### src/rtl/pfi_pkg.sv
package pfi_pkg;

    // Operating mode of the output sequencer
    typedef enum logic {
        SEQ_IDLE = 1'b0,
        SEQ_EMIT = 1'b1
    } seq_mode_e;

    // Accumulator width that holds any exact sum of taps products
    function automatic int acc_width(input int data_w, input int coef_w, input int taps);
        return data_w + coef_w + $clog2(taps);
    endfunction

    // Width of a phase index for an interpolation factor
    function automatic int phase_width(input int factor);
        return (factor > 1) ? $clog2(factor) : 1;
    endfunction

endpackage

### src/rtl/pfi_history.sv
module pfi_history #(
    parameter int DATA_W = 16,
    parameter int P      = 4
) (
    input  logic                clk,
    input  logic                rst_n,
    input  logic                push,
    input  logic [DATA_W-1:0]   din,
    output logic [P*DATA_W-1:0] hist
);

    typedef struct packed {
        logic [P-1:0][DATA_W-1:0] slot;
    } hist_t;

    hist_t st_d, st_q;

    always_comb begin
        st_d = st_q;
        if (push) begin
            st_d.slot[0] = din;
            for (int i = 1; i < P; i++) begin
                st_d.slot[i] = st_q.slot[i-1];
            end
        end
    end

    always_ff @(posedge clk) begin
        if (!rst_n) begin
            st_q <= '0;
        end else begin
            st_q <= st_d;
        end
    end

    // slot 0 is the newest sample, slot P-1 the oldest
    assign hist = st_q.slot;

    // the history is empty right after reset
    assert_hist_clear_R9: assert property (@(posedge clk)
        $rose(rst_n) |-> (hist == '0));

endmodule

### src/rtl/pfi_sequencer.sv
module pfi_sequencer #(
    parameter int L = 4,
    localparam int PH_W = pfi_pkg::phase_width(L)
) (
    input  logic            clk,
    input  logic            rst_n,
    input  logic            in_valid,
    input  logic            out_ready,
    output logic            in_ready,
    output logic            out_valid,
    output logic            accept,
    output logic [PH_W-1:0] phase
);
    import pfi_pkg::*;

    localparam logic [PH_W-1:0] LAST_PH = PH_W'(L - 1);

    typedef struct packed {
        seq_mode_e       mode;
        logic [PH_W-1:0] ph;
    } seq_t;

    seq_t st_d, st_q;
    logic take;

    assign in_ready  = (st_q.mode == SEQ_IDLE);
    assign out_valid = (st_q.mode == SEQ_EMIT);
    assign accept    = in_valid && in_ready;
    assign take      = out_valid && out_ready;
    assign phase     = st_q.ph;

    always_comb begin
        st_d = st_q;
        if (accept) begin
            st_d.mode = SEQ_EMIT;
            st_d.ph   = '0;
        end else if (take) begin
            if (st_q.ph == LAST_PH) begin
                st_d.mode = SEQ_IDLE;
                st_d.ph   = '0;
            end else begin
                st_d.ph = st_q.ph + 1'b1;
            end
        end
    end

    always_ff @(posedge clk) begin
        if (!rst_n) begin
            st_q <= '{mode: SEQ_IDLE, ph: '0};
        end else begin
            st_q <= st_d;
        end
    end

    // the transfer of the last phase closes the burst
    assert_burst_end_R3: assert property (@(posedge clk) disable iff (!rst_n)
        (out_valid && out_ready && phase == LAST_PH) |=> (!out_valid && in_ready));

    // phases advance one step per transfer inside a burst
    assert_phase_step_R4: assert property (@(posedge clk) disable iff (!rst_n)
        (out_valid && out_ready && phase != LAST_PH)
            |=> (out_valid && phase == PH_W'($past(phase) + 1'b1)));

    // every burst starts at phase zero
    assert_phase_start_R4: assert property (@(posedge clk) disable iff (!rst_n)
        accept |=> (phase == '0));

endmodule

### src/rtl/pfi_branch_mac.sv
module pfi_branch_mac #(
    parameter int L      = 4,
    parameter int P      = 4,
    parameter int DATA_W = 16,
    parameter int COEF_W = 16,
    parameter logic [L*P*COEF_W-1:0] COEFS = '0,
    localparam int PH_W  = pfi_pkg::phase_width(L),
    localparam int ACC_W = pfi_pkg::acc_width(DATA_W, COEF_W, P)
) (
    input  logic [P*DATA_W-1:0] hist,
    input  logic [PH_W-1:0]     phase,
    output logic [ACC_W-1:0]    acc
);

    localparam int PROD_W = DATA_W + COEF_W;

    logic signed [PROD_W-1:0] prod [P];

    // One multiplier per tap of a sub-filter; the phase picks which taps it uses
    for (genvar j = 0; j < P; j++) begin : g_tap
        logic signed [DATA_W-1:0] sample;
        logic signed [COEF_W-1:0] coef;

        assign sample = $signed(hist[j*DATA_W +: DATA_W]);

        always_comb begin
            coef = '0;
            for (int k = 0; k < L; k++) begin
                if (int'(phase) == k) begin
                    coef = $signed(COEFS[(k + j*L)*COEF_W +: COEF_W]);
                end
            end
        end

        assign prod[j] = sample * coef;
    end

    // every sum is built at the full accumulator width
    always_comb begin
        logic signed [ACC_W-1:0] sum;
        sum = '0;
        for (int j = 0; j < P; j++) begin
            sum = sum + ACC_W'(prod[j]);
        end
        acc = sum;
    end

endmodule

### src/rtl/polyphase_interp.sv
module polyphase_interp #(
    parameter int L      = 4,
    parameter int P      = 4,
    parameter int DATA_W = 16,
    parameter int COEF_W = 16,
    parameter logic [L*P*COEF_W-1:0] COEFS = {(L*P){ {{(COEF_W-1){1'b0}}, 1'b1} }},
    localparam int ACC_W = pfi_pkg::acc_width(DATA_W, COEF_W, P)
) (
    input  logic              clk,
    input  logic              rst_n,
    input  logic              in_valid,
    output logic              in_ready,
    input  logic [DATA_W-1:0] in_data,
    output logic              out_valid,
    input  logic              out_ready,
    output logic [ACC_W-1:0]  out_data
);

    localparam int PH_W = pfi_pkg::phase_width(L);

    logic                accept;
    logic [PH_W-1:0]     phase;
    logic [P*DATA_W-1:0] hist;

    pfi_sequencer #(.L(L)) u_seq (
        .clk       (clk),
        .rst_n     (rst_n),
        .in_valid  (in_valid),
        .out_ready (out_ready),
        .in_ready  (in_ready),
        .out_valid (out_valid),
        .accept    (accept),
        .phase     (phase)
    );

    pfi_history #(.DATA_W(DATA_W), .P(P)) u_hist (
        .clk   (clk),
        .rst_n (rst_n),
        .push  (accept),
        .din   (in_data),
        .hist  (hist)
    );

    pfi_branch_mac #(
        .L(L), .P(P), .DATA_W(DATA_W), .COEF_W(COEF_W), .COEFS(COEFS)
    ) u_mac (
        .hist  (hist),
        .phase (phase),
        .acc   (out_data)
    );

    // idle state when reset is released
    assert_reset_idle_R1: assert property (@(posedge clk) disable iff (!rst_n)
        $rose(rst_n) |-> (!out_valid && in_ready));

    // an accepted sample opens a burst and blocks further input
    assert_accept_busy_R2: assert property (@(posedge clk) disable iff (!rst_n)
        (in_valid && in_ready) |=> (out_valid && !in_ready));

    // a stalled output holds its value
    assert_hold_R5: assert property (@(posedge clk) disable iff (!rst_n)
        (out_valid && !out_ready) |=> (out_valid && $stable(out_data)));

    // the history cannot move while input is refused
    assert_busy_ignore_R8: assert property (@(posedge clk) disable iff (!rst_n)
        !in_ready |=> $stable(hist));

endmodule

### config.mk
export PLATFORM = sky130hd
export DESIGN_NAME = polyphase_interp
export DESIGN_NICKNAME = d
export VERILOG_FILES = /design/src/rtl/pfi_pkg.sv /design/src/rtl/pfi_history.sv /design/src/rtl/pfi_sequencer.sv /design/src/rtl/pfi_branch_mac.sv /design/src/rtl/polyphase_interp.sv
export SDC_FILE = /design/constraint.sdc
export NUM_CORES = 1
export LEC_CHECK = 0
export ABC_AREA = 1
export BUFFER_PORTS_ARGS = -buffer_cell sky130_fd_sc_hd__buf_2
export CAP_MARGIN = 0
export CORE_ASPECT_RATIO = 0.7
export CORE_UTILIZATION = 25
export CTS_CLUSTER_SIZE = 8
export DETAILED_ROUTE_END_ITERATION = 12
export HOLD_SLACK_MARGIN = 0.08
export SYNTH_ARGS = -nofsm -noshare
export SYNTH_HDL_FRONTEND = slang
export SYNTH_HIERARCHICAL = 1
export SYNTH_SLANG_ARGS = --single-unit
### constraint.sdc
create_clock -name clk -period 4.4 [get_ports clk]
set_clock_uncertainty 0.05 [all_clocks]
set_input_delay 0.44 -clock clk [delete_from_list [all_inputs] [get_ports clk]]
set_output_delay 0.44 -clock clk [all_outputs]
set_load 0.05 [all_outputs]
==> out/qor.txt <==
proportion of layout cells with a drive suffix above 1 -> 30.8%
crit path time final -> 4310 ps
Post-Route Utilization -> 33.9%
cell depth of the worst flop-to-flop path -> 7
Power Internal -> 2030 uW
layout net count -> 1068
hold depth -> 3
Pins Over Slew Limit -> 0
PnR worst setup slack -> 94.7 ps
Final ANT Viol Nets -> 0
power share of the clock group -> 20.7%
Routed wire per std cell -> 10.6 um
vias in the first global route -> 4506
crit-path cells -> ha_1 > fa_1 > ha_1 > ha_1 > ha_4 > inv_1 > fa_2 > buf_4 > nor3_2 > o21ai_1 > nand2_1 > nand2_1 > nand2_1 > buf_6
number of buffers inserted by hold repair at cts -> 0
initial antenna violation count -> 0
Worst path depth -> 14
critical path class -> flop to primary output
GRT Overall Usage -> 10.4%
Rel. slew slack -> 55.5%
fillers -> 2466
R2R setup slack -> 2960 ps
Power Density -> 481 nW/um^2
Finished Cell Area -> 8050 sq um
synth unique cells -> 33
Synth Register Bits -> 67
multi-input logic area -> 4590 sq um
Setup TNS -> 0 ps
Clock transition at path regs -> 60 ps
reg2reg end -> u_hist/hist[6]
fmax -> 0.232 GHz
CTS Buffer Depth -> 2
cell area after synthesis -> 6060 sq um
hold endpoint -> u_seq/out_valid
DRC violations left -> 0
Slowest cell on crit path -> fa_1
leading area contributor after synthesis -> dfxtp_1
Critical Path Source Type -> flop
port bufs -> 55
global-route wire length before repair -> 21200 um
final setup vio count -> 0
Detailed Route Iter0 Violations -> 236
Place WS -> 105 ps
crit-path max FO -> 3
Worst-Skew Late Latency -> 340 ps
Pleak -> 0.00405 uW
Syn Nets -> 1031
H-tree levels -> 3
storage element area -> 1400 sq um
Synth Warn # -> 6
crit-path max cell delay -> 490 ps
global route overflow -> 0
kind of cell adding the most delay to the critical path -> adder cells
Area Overhead vs Synth -> 32.7%
Root Driver -> clkbuf_16
via count -> 5032
DP HPWL -> 9450 um
met3 usage -> 2.79%
Peak VDD IR -> 0.331 mV
final hold violations -> 0
Post-Synthesis Cells -> 899
RR Startpoint -> u_seq/out_valid
Slew @ Worst Pin -> 666 ps
met1 Resource Use GR -> 15.0%
DIE AREA -> 24900 sq um
status -> finished clean
sequential share of power -> 18.1%
Pre-Repair DR Iteration Count -> 5
vias per inst -> 4.00
HP Start -> in_valid
WL final -> 13400 um
WP buf/inv -> 3
Worst EP required -> 3910 ps
CTS sink count -> 67
Comb power frac -> 61.2%
Cell Area, Placed -> 6480 sq um
M2 GR Usage -> 15.6%
synth top area cells -> dfxtp_1, ha_1, nand2_1
final worst-path cycle share -> 97.8%
Max Cap Viol -> 0
Cell Rows -> 47
hold crit path type -> input pin to flop
sequential area share after synthesis -> 22.1%
CTS buffer count -> 9
Syn Area/Cell -> 6.75 sq um
Psw -> 1840 uW
Initial Utilization -> 25.6%
Core Box Area -> 23700 sq um
Sw Ratio -> 47.6%
arrival time at the worst endpoint -> 3820 ps
Yosys top cell area share -> 22.1%
Diodes inserted -> 0
largest net degree at the start of global routing -> 129
CP Capture Type -> primary output
Die Ht -> 132 um
Placer Congestion -> 0.811
IO Pins -> 56
CTS tree -> done
Die Wd -> 188 um
GRT busiest layer -> met2
==> power groups by stage <==
stage | combinational [uW] | sequential (uW) | clock [uW]
2_1_floorplan | 1400 | 692 | 0
3_3_place_gp | 1710 | 701 | 0
3_5_place_dp | 1720 | 703 | 0
4_1_cts | 2070 | 696 | 824
5_1_grt | 2550 | 705 | 852
6_report | 2370 | 699 | 803
==> how the worst max path moves through the flow <==
stage / start / endpoint / slack (ps)
after floorplan: u_hist/hist[40] / out_data[10] / 40
after global placement: u_hist/hist[26] / out_data[19] / 90
after detailed placement: u_hist/hist[40] / out_data[31] / 100
after CTS: u_hist/hist[27] / out_data[31] / 0.1
after global routing: u_hist/hist[34] / out_data[27] / -40
final: u_hist/hist[34] / out_data[15] / 90
==> kinds of logic after synthesis <==
group | share of synthesized area (%)
simple gates | 29.8
buf+inv | 16.9
fa+ha+maj | 27.3
flops | 22.1
compound gates | 2.56
xor+xnor | 1.30
==> final cells by class <==
class	instances	share of cell area (%)
Clock buffer	11	3.02
Multi-Input combinational cell	588	57.1
Sequential cell	67	17.4
Timing Repair Buffer	76	7.34
Tap cell	318	4.95
Clock inverter	5	1.06
Inverter	194	9.16
==> worst min-delay path, stage by stage <==
cell and delay (ps):
buf_2 90, o21ai_0 60, nor2_1 70
==> cell usage after synthesis <==
cell type / count
xnor2_1: 3
fa_1: 34
a31o_2: 1
o21a_1: 1
a21o_1: 1
ha_1: 78
a21oi_4: 1
nand2_1: 243
o21bai_1: 3
nor2_4: 1
nand3_2: 3
nor2_2: 4
clkbuf_1: 29
nand4_4: 2
inv_2: 5
nand3_1: 19
o21ai_0: 2
or2_1: 1
nand2_2: 8
nand4_1: 3
buf_2: 6
nor3_1: 4
xor2_1: 6
a21oi_2: 2
nor2_1: 152
buf_4: 3
and2_4: 1
buf_6: 12
dfxtp_1: 67
nand3b_1: 1
inv_1: 189
a21oi_1: 13
nor3_2: 1
==> flip-flops by register name, summed over array words and instances, names as in the netlist <==
signal	cells
u_seq/out_valid	1
u_hist/hist	64
u_seq/phase	2
==> per-layer routing <==
| layer | vias up | wire (um) |
|---|---|---|
| li1 | 2683 | - |
| met1 | 2294 | 6850 |
| met2 | 53 | 6110 |
| met3 | 2 | 386 |
| met4 | 0 | 33 |
| met5 | - | 0 |
==> what timing repair did <==
item                                    4_1_cts  5_1_grt
pin swaps                                    34       94
setup buffers                                 3       15
gates resized for setup                     125      147
endpoints found under the setup margin       30       28
==> stage by stage <==
step           total power, uW  hold WS [ps]  std cells
2_1_floorplan             2090           397        899
3_3_place_gp              2420           412       1225
3_5_place_dp              2420           414       1225
4_1_cts                   3590           309       1244
5_1_grt                   4110           335       1259
6_report                  3870           321       1259
==> cells in the final DEF, fill, tap and decap left out, types with 3 or more instances in the layout <==
master       n
o21bai_1     3
dfxtp_4     10
nand2_1    187
nand4_1      3
inv_4        3
buf_4       27
nand3_2      3
a21oi_4      3
nor2_4       9
inv_2       24
a21oi_1      7
ha_1        39
nor3_2       5
nand2_4     17
nor2_1     146
inv_1      166
buf_6       14
fa_1        30
buf_8        4
nand3_4      5
nand3_1     14
dfxtp_2     16
nand2_2     46
buf_2       30
dfxtp_1     41
fa_2         4
xnor2_1      3
clkbuf_16    9
ha_4        37
xor2_1       6
a21oi_2      6
Note: power is estimated with default switching activity, not from simulation.
